$ cat src/rtl/svag_pkg.sv
package svag_pkg;
    typedef enum logic [1:0] {
        ST_IDLE = 2'd0,
        ST_RUN  = 2'd1,
        ST_FIN  = 2'd2
    } svag_state_e;
endpackage

$ cat src/rtl/svag_bank_timers.sv
// Per-bank recovery counters: a bank is busy while its counter is nonzero.
module svag_bank_timers #(
    parameter int NBANK    = 16,
    parameter int BUSY_CYC = 4
) (
    input  logic                      clk,
    input  logic                      rst_n,
    input  logic                      issue,
    input  logic [$clog2(NBANK)-1:0]  issue_bank,
    output logic [NBANK-1:0]          bank_busy
);
    localparam int BANK_W = $clog2(NBANK);
    localparam int CNT_W  = $clog2(BUSY_CYC + 1);

    for (genvar g = 0; g < NBANK; g++) begin : g_bank
        logic [CNT_W-1:0] cnt_q;

        always_ff @(posedge clk) begin
            if (!rst_n) begin
                cnt_q <= '0;
            end else if (issue && (issue_bank == BANK_W'(g))) begin
                cnt_q <= CNT_W'(BUSY_CYC - 1);
            end else if (cnt_q != '0) begin
                cnt_q <= cnt_q - CNT_W'(1);
            end
        end

        assign bank_busy[g] = (cnt_q != '0);
    end
endmodule

$ cat src/rtl/svag_stepper.sv
// Address accumulator and element counter.
module svag_stepper #(
    parameter int ADDR_W = 32,
    parameter int VL_W   = 7
) (
    input  logic              clk,
    input  logic              rst_n,
    input  logic              load,
    input  logic              step,
    input  logic [ADDR_W-1:0] base,
    input  logic [ADDR_W-1:0] stride,
    output logic [ADDR_W-1:0] cur_addr,
    output logic [VL_W-1:0]   cur_elem
);
    logic [ADDR_W-1:0] stride_q;

    always_ff @(posedge clk) begin
        if (!rst_n) begin
            cur_addr <= '0;
            cur_elem <= '0;
            stride_q <= '0;
        end else if (load) begin
            cur_addr <= base;
            cur_elem <= '0;
            stride_q <= stride;
        end else if (step) begin
            cur_addr <= cur_addr + stride_q;
            cur_elem <= cur_elem + VL_W'(1);
        end
    end
endmodule

$ cat src/rtl/svag_ctrl.sv
// Sequencing state machine.
module svag_ctrl
    import svag_pkg::*;
#(
    parameter int VLEN_MAX = 64,
    parameter int VL_W     = 7
) (
    input  logic            clk,
    input  logic            rst_n,
    input  logic            start,
    input  logic [VL_W-1:0] vlen,
    input  logic            is_store,
    input  logic            grant,
    input  logic            bank_free,
    input  logic [VL_W-1:0] cur_elem,
    output logic            load,
    output logic            step,
    output logic            req_valid,
    output logic            done,
    output logic            store_q
);
    svag_state_e     state_q, state_d;
    logic [VL_W-1:0] len_q;
    logic [VL_W-1:0] len_clamped;
    logic            last_elem;

    always_comb begin
        len_clamped = (vlen > VL_W'(VLEN_MAX)) ? VL_W'(VLEN_MAX) : vlen;
    end

    assign last_elem = (cur_elem == (len_q - VL_W'(1)));

    // state register
    always_ff @(posedge clk) begin
        if (!rst_n) begin
            state_q <= ST_IDLE;
        end else begin
            state_q <= state_d;
        end
    end

    // captured instruction fields
    always_ff @(posedge clk) begin
        if (!rst_n) begin
            len_q   <= '0;
            store_q <= 1'b0;
        end else if (load) begin
            len_q   <= len_clamped;
            store_q <= is_store;
        end
    end

    // next state
    always_comb begin
        state_d = state_q;
        unique case (state_q)
            ST_IDLE: begin
                if (start) begin
                    state_d = (len_clamped == '0) ? ST_FIN : ST_RUN;
                end
            end
            ST_RUN: begin
                if (step && last_elem) begin
                    state_d = ST_FIN;
                end
            end
            ST_FIN: begin
                state_d = ST_IDLE;
            end
            default: begin
                state_d = ST_IDLE;
            end
        endcase
    end

    // outputs
    always_comb begin
        load      = 1'b0;
        req_valid = 1'b0;
        done      = 1'b0;
        unique case (state_q)
            ST_IDLE: load      = start;
            ST_RUN:  req_valid = bank_free;
            ST_FIN:  done      = 1'b1;
            default: ;
        endcase
        step = req_valid && grant;
    end
endmodule

$ cat src/rtl/svag_top.sv
module svag_top #(
    parameter int ADDR_W   = 32,
    parameter int NBANK    = 16,
    parameter int BUSY_CYC = 4,
    parameter int VLEN_MAX = 64,
    localparam int BANK_W  = $clog2(NBANK),
    localparam int WORD_W  = ADDR_W - BANK_W,
    localparam int VL_W    = $clog2(VLEN_MAX + 1),
    localparam int ELEM_W  = $clog2(VLEN_MAX)
) (
    input  logic              clk,
    input  logic              rst_n,
    input  logic              start,
    input  logic [ADDR_W-1:0] base,
    input  logic [ADDR_W-1:0] stride,
    input  logic [VL_W-1:0]   vlen,
    input  logic              is_store,
    input  logic              grant,
    output logic              req_valid,
    output logic [BANK_W-1:0] req_bank,
    output logic [WORD_W-1:0] req_word,
    output logic [ELEM_W-1:0] req_elem,
    output logic              req_store,
    output logic              done
);
    logic [ADDR_W-1:0] cur_addr;
    logic [VL_W-1:0]   cur_elem;
    logic [NBANK-1:0]  bank_busy;
    logic              load, step, bank_free;

    assign req_bank  = cur_addr[BANK_W-1:0];
    assign req_word  = cur_addr[ADDR_W-1:BANK_W];
    assign req_elem  = cur_elem[ELEM_W-1:0];
    assign bank_free = !bank_busy[req_bank];

    svag_stepper #(.ADDR_W(ADDR_W), .VL_W(VL_W)) u_step (
        .clk(clk), .rst_n(rst_n), .load(load), .step(step),
        .base(base), .stride(stride),
        .cur_addr(cur_addr), .cur_elem(cur_elem)
    );

    svag_bank_timers #(.NBANK(NBANK), .BUSY_CYC(BUSY_CYC)) u_tmr (
        .clk(clk), .rst_n(rst_n), .issue(step), .issue_bank(req_bank),
        .bank_busy(bank_busy)
    );

    svag_ctrl #(.VLEN_MAX(VLEN_MAX), .VL_W(VL_W)) u_ctrl (
        .clk(clk), .rst_n(rst_n), .start(start), .vlen(vlen),
        .is_store(is_store), .grant(grant), .bank_free(bank_free),
        .cur_elem(cur_elem), .load(load), .step(step),
        .req_valid(req_valid), .done(done), .store_q(req_store)
    );
endmodule

$ cat config.mk
export PLATFORM = sky130hd
export DESIGN_NAME = svag_top
export DESIGN_NICKNAME = d
export VERILOG_FILES = /design/src/rtl/svag_pkg.sv /design/src/rtl/svag_bank_timers.sv /design/src/rtl/svag_stepper.sv /design/src/rtl/svag_ctrl.sv /design/src/rtl/svag_top.sv
export SDC_FILE = /design/constraint.sdc
export NUM_CORES = 1
export LEC_CHECK = 0
export BUFFER_PORTS_ARGS = -buffer_cell sky130_fd_sc_hd__buf_2
export CAP_MARGIN = 20
export CORE_MARGIN = 1
export CORE_UTILIZATION = 58
export CTS_CLUSTER_SIZE = 10
export DETAILED_ROUTE_END_ITERATION = 7
export GPL_TIMING_DRIVEN = 1
export PLACE_DENSITY_LB_ADDON = 0.25
export SLEW_MARGIN = 25
export SYNTH_ARGS = -nofsm -noshare
export SYNTH_HDL_FRONTEND = slang
export SYNTH_SLANG_ARGS = --single-unit
$ cat constraint.sdc
create_clock -name clk -period 3.7 [get_ports clk]
set_input_delay 0.74 -clock clk [delete_from_list [all_inputs] [get_ports clk]]
set_output_delay 0.74 -clock clk [all_outputs]
set_load 0.05 [all_outputs]
---- Yosys cells after proc, flatten, opt, wreduce, memory -nomap -nowiden ----
Cells that the tools add are included.
cells by class
  equal/unequal tests ..................... 20
  bitwise operators ....................... 1
  magnitude comparators ................... 2
  reduce and logical (&&, ||, !) cells .... 73
  add/sub/neg operators ................... 19
  muxes and demuxes ....................... 44
operator list
  operator                                                     count
  two-way mux 2 bit                                            35
  two-way mux 32 bit                                           2
  nonzero test 3 bit                                           16
  subtractor 3 x 1 -> 3 bit (second input constant)            16
  nonzero test 2 bit                                           17
  OR reduction 2 bit                                           17
  adder 32 bit                                                 1
  equality test 4 bit (second input constant)                  8
  logical AND 1 bit                                            18
  equality test 4 x 3 -> 1 bit (second input constant)         4
  equality test 4 x 2 -> 1 bit (second input constant)         2
  adder 7 x 1 -> 7 bit (second input constant)                 1
  equality test 7 bit                                          1
  > comparator 7 bit (second input constant)                   1
  zero test 7 bit                                              1
  two-way mux 7 bit                                            1
  subtractor 7 x 1 -> 7 bit (second input constant)            1
  less-than comparator 4 x 5 -> 1 bit (second input constant)  1
  binary-select mux 1 bit (select 4 bit)                       1
  equality test 4 x 1 -> 1 bit (second input constant)         1
  zero test 4 bit                                              1
  two-way mux 1 bit                                            4
  case mux 2 bit (2 select lines)                              1
  equality test 2 x 1 -> 1 bit (second input constant)         1
  other kinds (7)                                              7
word-level totals
  bits of input ports ..................... 76
  output and inout port bits .............. 41
  logic and storage cells ................. 197
  register bits after elaboration ......... 129

---- Depth between registers and ports, before layout ----
  depth in word-level cells ............... 9
  gate-level depth with buffers ........... 13
  depth with buffers taken out ............ 12

---- By module ----
A second synthesis with hierarchy kept.
unflattened totals
  cell total of the unflattened synthesis .. 875
  area total of the unflattened synthesis .. 7808.7 um^2
by module, submodules not included
  module            seq. area each (um^2)  times used  area an instance (um^2)  cells each
  svag_stepper      1421.4                 1           4404.2                   498
  svag_bank_timers  960.9                  1           2627.5                   296
  svag_ctrl         200.2                  1           640.6                    74
  svag_top          0.0                    1           136.4                    7

---- Least setup slack after synthesis ----
OpenSTA, ideal clock, no wires.
  path type ............................... register to register
  start point ............................. reg u_step.cur_addr[2]
  end point ............................... reg u_step.cur_addr[10]
  setup slack ............................. -0.036 ns
  library setup time ...................... 0.132 ns
  path buffers ............................ 3
  required time ........................... 3.568 ns
  cell stages (with the launch flop) ...... 10
  arrival ................................. 3.604 ns
  period minus slack after synthesis ...... 3.736 ns
  path through ............................ dfxtp_1 -> clkbuf_1 -> mux4_2 -> mux2_2 -> a211oi_2 -> nand2_1 -> clkbuf_1 -> buf_1 -> a211oi_1 -> nor3_1
on the way
  longest elaborated chain between the ends .. 6
  elaborated cells between the ends (all ways) .. 9
  those cells by class .................... add/sub: 1; mux: 5; reduce/logical: 3
RTL lines
  item                                     RTL line            RTL
  from (decl)                              svag_stepper.sv:12  output logic [ADDR_W-1:0] cur_addr,
  from (signal assigned)                   svag_stepper.sv:23  cur_addr <= base;
  from (signal assigned)                   svag_stepper.sv:27  cur_addr <= cur_addr + stride_q;
  binary-select mux 1 bit (select 4 bit)   svag_top.sv:34      assign bank_free = !bank_busy[req_bank];
  two-way mux 1 bit (implied by the code)  svag_top.sv:34
  zero test 1 bit                          svag_top.sv:34
  two-way mux 1 bit                        svag_ctrl.sv:81     unique case (state_q)
  net req_valid                            svag_top.sv:19      output logic req_valid,
  logical AND 1 bit                        svag_ctrl.sv:87     step = req_valid && grant;
  nonzero test 2 bit (no source line)      --
The timed path passes the listed nets, and every way through them passes these cells. The select of a mux whose other input is x is not followed.
A chain may end at the register's enable or synchronous reset.

---- Worst setup path in the final report ----
  start point ............................. reg u_step.cur_addr[0]
  end point ............................... reg u_step.cur_addr[30]
on the way
  longest elaborated chain between the ends .. 6
  elaborated cells between the ends (all ways) .. 9
  those cells by class .................... add/sub: 1; mux: 5; reduce/logical: 3
RTL lines
  item
  branches (longest 6 deep; another with adder 32 bit)
Parallel ways; which one is timed is not known. The select of a mux whose other input is x is not followed.

==> impl_metrics.prom <==
# TYPE chip_impl_metric gauge
chip_impl_metric{name="synth-seq-cells",unit=""} 129
chip_impl_metric{name="r2r_cells",unit=""} 12
chip_impl_metric{name="cts_post_setup_buffers_inserted",unit=""} 0
chip_impl_metric{name="first_iter_violations",unit=""} 402
chip_impl_metric{name="power_per_cell_area",unit="nW/µm²"} 656
chip_impl_metric{name="finalClockSkew",unit="ns"} 0.00847
chip_impl_metric{name="syn_avg_cell_area",unit="µm²"} 7.77
chip_impl_metric{name="fin_crit_sh",unit="%"} 93.0
chip_impl_metric{name="die_height",unit="µm"} 115
chip_impl_metric{name="worstPathRequired",unit="ns"} 4.05
chip_impl_metric{name="clk_latency",unit="ns"} 0.42
chip_impl_info{name="cts_root_buf",value="clkbuf_16"} 1
chip_impl_metric{name="routed_wire_length_per_instance",unit="µm"} 13.9
chip_impl_metric{name="timing.slew.headroom",unit="%"} 47.9
chip_impl_info{name="critical-path-slowest-cell",value="or4b_1"} 1
chip_impl_metric{name="number_of_synthesized_flops_with_an_enable_pin",unit=""} 0
chip_impl_info{name="origin_of_the_worst_setup_path",value="u_step.cur_addr[0]"} 1
chip_impl_metric{name="floorplan.die_area",unit="µm²"} 13300
chip_impl_metric{name="yosysTopAreaCellShare",unit="%"} 34.6
chip_impl_info{name="post_synth_main_area_contributors",value="dfxtp_1, ha_1, nor2_1"} 1
chip_impl_metric{name="synthesis.instances",unit=""} 960
chip_impl_metric{name="slowest_delay",unit="ns"} 0.50
chip_impl_metric{name="grt_start_max_net_pins",unit=""} 74
chip_impl_metric{name="buffers_added_on_ports",unit=""} 116
chip_impl_metric{name="total_cts_buffers",unit=""} 17
chip_impl_metric{name="count_of_endpoints_failing_hold_in_the_final_timing_report",unit=""} 0
chip_impl_info{name="worstReg2RegStart",value="u_step.cur_addr[0]"} 1
chip_impl_metric{name="initial_antenna_violation_count",unit=""} 0
chip_impl_metric{name="core-area",unit="µm²"} 12600
chip_impl_metric{name="area_delta_synth_final",unit="%"} 17.3
chip_impl_metric{name="period_minus_slack",unit="ns"} 3.44
chip_impl_info{name="worstHoldPathType",value="flop to flop"} 1
chip_impl_metric{name="initial_standard_cell_utilization_of_the_core",unit="%"} 59.4
chip_impl_metric{name="final_nets",unit=""} 1201
chip_impl_info{name="grt_setup_unrepaired",value="no"} 1
chip_impl_metric{name="first_global_vias",unit=""} 6350
chip_impl_info{name="ys.flop_type",value="dfxtp_1"} 1
chip_impl_metric{name="synth_seq_area_share",unit="%"} 34.6
chip_impl_metric{name="route.vias.total",unit=""} 6768
chip_impl_metric{name="cp_max_fo",unit=""} 4
chip_impl_metric{name="remaining_drc_errors",unit=""} 0
chip_impl_info{name="cp-end-kind",value="flop"} 1
chip_impl_metric{name="ant_nets",unit=""} 0
chip_impl_metric{name="syn_area",unit="µm²"} 7460
chip_impl_metric{name="worst_vdd_rail_ir_drop",unit="µV"} 361
chip_impl_info{name="worstSetupStartpointType",value="flop"} 1
chip_impl_metric{name="std_cell_rows",unit=""} 41
chip_impl_metric{name="async_s_r_ff_share_synth",unit="%"} 0
chip_impl_metric{name="tns",unit="ns"} 0
chip_impl_info{name="outcome",value="complete, no violations"} 1
chip_impl_metric{name="count_of_unique_library_cells_instantiated_by_yosys",unit=""} 62
chip_impl_metric{name="tritoncts_num_sinks",unit=""} 129
chip_impl_metric{name="yosysWarningCount",unit=""} 0
chip_impl_metric{name="report.final.setup_viol",unit=""} 0
chip_impl_metric{name="worst-endpoint-arrival",unit="ns"} 3.79
chip_impl_info{name="timing_worst_setup_path_type",value="flop to flop"} 1
chip_impl_metric{name="wire_length_of_the_first_global_routing_pass",unit="µm"} 28600
chip_impl_metric{name="grt_total_ovfl",unit=""} 0
chip_impl_metric{name="maxCapViolCount",unit=""} 0
chip_impl_metric{name="grt_util_all_layers",unit="%"} 27.1
chip_impl_metric{name="place.detailed.hpwl",unit="µm"} 12100
chip_impl_metric{name="h_tree_depth",unit=""} 4
chip_impl_metric{name="place.gp.congestion",unit=""} 0.904
chip_impl_metric{name="vias_per_cell",unit=""} 5.44
chip_impl_info{name="netlist_top_cells_count",value="nor2_1, dfxtp_1, nand2_1"} 1
chip_impl_metric{name="timing_max_transition_violations_final",unit=""} 0
chip_impl_metric{name="ioPinCount",unit=""} 117
chip_impl_metric{name="post-layout-total-power",unit="mW"} 5.74
chip_impl_info{name="cts_tree",value="yes"} 1
chip_impl_metric{name="p_leak",unit="nW"} 3.97
chip_impl_metric{name="count_of_inserted_antenna_diode_cells",unit=""} 0
chip_impl_metric{name="synth_fp_nets",unit=""} 1102
chip_impl_info{name="synthDominantAreaCellType",value="dfxtp_1"} 1
chip_impl_info{name="yosysMostFrequentCell",value="nor2_1"} 1
chip_impl_info{name="cp_cell_sequence",value="ha_1, fa_1, a21o_1, a221o_1, o22a_1, a211oi_2, o31a_1, o21a_2, nor3_1, or4b_1, a211o_1, o21ai_2"} 1
chip_impl_metric{name="fillCellCount",unit=""} 1099
chip_impl_metric{name="chipWidth",unit="µm"} 115
chip_impl_metric{name="drt_pre_antenna_iters",unit=""} 5
chip_impl_metric{name="worst_hold_path.num_cells",unit=""} 2
chip_impl_metric{name="path_clk_slew",unit="ns"} 0.06
chip_impl_metric{name="route.final.wire_length",unit="µm"} 17200
chip_impl_metric{name="cts_repair_resize_count",unit=""} 0
chip_impl_metric{name="largest_buffer_count_on_any_clock_path",unit=""} 2
chip_impl_metric{name="hold_bufs_at_cts",unit=""} 0
chip_impl_metric{name="fmax",unit="MHz"} 291
chip_impl_metric{name="post_route_cells_drive_above_1_share",unit="%"} 15.9
chip_impl_metric{name="actual_slew_at_the_worst_max_slew_pin",unit="ns"} 0.782
chip_impl_info{name="hold_start",value="u_ctrl.store_q"} 1
## cell families (layout without fill, tap and decap cells)
family                   count (synthesis)  in the layout  share of synthesized area, %
multiplexers                            15             15                          2.70
AND/OR/NAND/NOR                        384            384                          22.5
XOR/XNOR                                55             55                          6.45
adder cells (fa/ha/maj)                 66             66                          11.2
buffers and inverters                  100            211                          5.35
flip-flops                             129            129                          34.6
AO/OA/AOI/OAI                          211            211                          17.3
## stage by stage
stage | hold WS [ns] | cells | worst slack [ns] | cell area [µm²] | utilization, %
floorplan | 0.439 | 960 | 0.198 | 7470 | -
global placement | 0.442 | 1212 | 0.353 | 8170 | 65.0
detailed placement | 0.447 | 1212 | 0.322 | 8170 | 65.0
CTS | 0.455 | 1243 | 0.274 | 8750 | 69.6
global route | 0.477 | 1243 | 0.0999 | 8750 | 69.6
finish | 0.455 | 1243 | 0.260 | 8750 | 69.6
## report_power, final
group / internal (mW) / leakage [nW] / total (mW) / switching [mW]
combinational: 0.910 / 2.62 / 2.23 / 1.32
clock: 1.07 / 0.290 / 1.65 / 0.579
sequential: 1.69 / 1.06 / 1.86 / 0.169
## cells in the final DEF (no fill, tap or decap), drive strengths merged, types with 3 or more instances in the layout
master,instances
nor2,155
dfxtp,129
buf,127
nand2,125
a21oi,99
ha,65
inv,52
o21ai,34
xnor2,32
nor3,31
clkbuf,26
xor2,23
nand2b,16
a21o,14
a211oi,12
mux2i,10
nor2b,9
nand3b,9
nand3,8
o211ai,8
nand4,8
a31oi,8
or3,7
a311oi,5
mux4,4
clkinv,4
and2,4
a211o,3
and3,3
o22ai,3
o21bai,3
o21a,3
## state kept, by name, summed over array words and instances, names as in the netlist
register            cells
u_tmr.g_bank.cnt_q     48
u_step.stride_q        32
u_step.cur_addr        32
u_ctrl.len_q            7
u_ctrl.store_q          1
u_ctrl.state_q          2
u_step.cur_elem         7
## final cells by class
type | instances | area, µm² | area share, %
clock buffers | 26 | 509 | 5.82
well taps | 172 | 215 | 2.46
repair buffers | 127 | 676 | 7.72
clock inverters | 5 | 75.1 | 0.858
inverters | 53 | 200 | 2.29
multi-input cells | 731 | 4500 | 51.4
flip-flops and latches | 129 | 2580 | 29.5
## per-layer routing
layer | share of wire [%] | up-vias | global-route usage [%]
met2 | 48 | 148 | 47.3
met5 | 0 | - | 0
met1 | 46 | 3127 | 33.2
li1 | - | 3469 | -
met4 | 1.5 | 0 | 8.74
met3 | 4.3 | 24 | 6.07
## worst max-delay path: cells and delay by family, from the launching register on
kind                       cells  cell delay [ns]
AOI/OAI and AO/OA              8             1.86
and+or+nand+nor                2             0.57
DFF                            1             0.31
adders and majority gates      2             0.65
## final timing paths
kind | end | slack (ns)
max | u_step.cur_addr[30] | 0.26
min | u_ctrl.store_q | 0.46
max reg2reg | u_step.cur_addr[30] | 0.26
min reg2reg | u_ctrl.store_q | 0.46
Power figures use the tool's default switching activity.
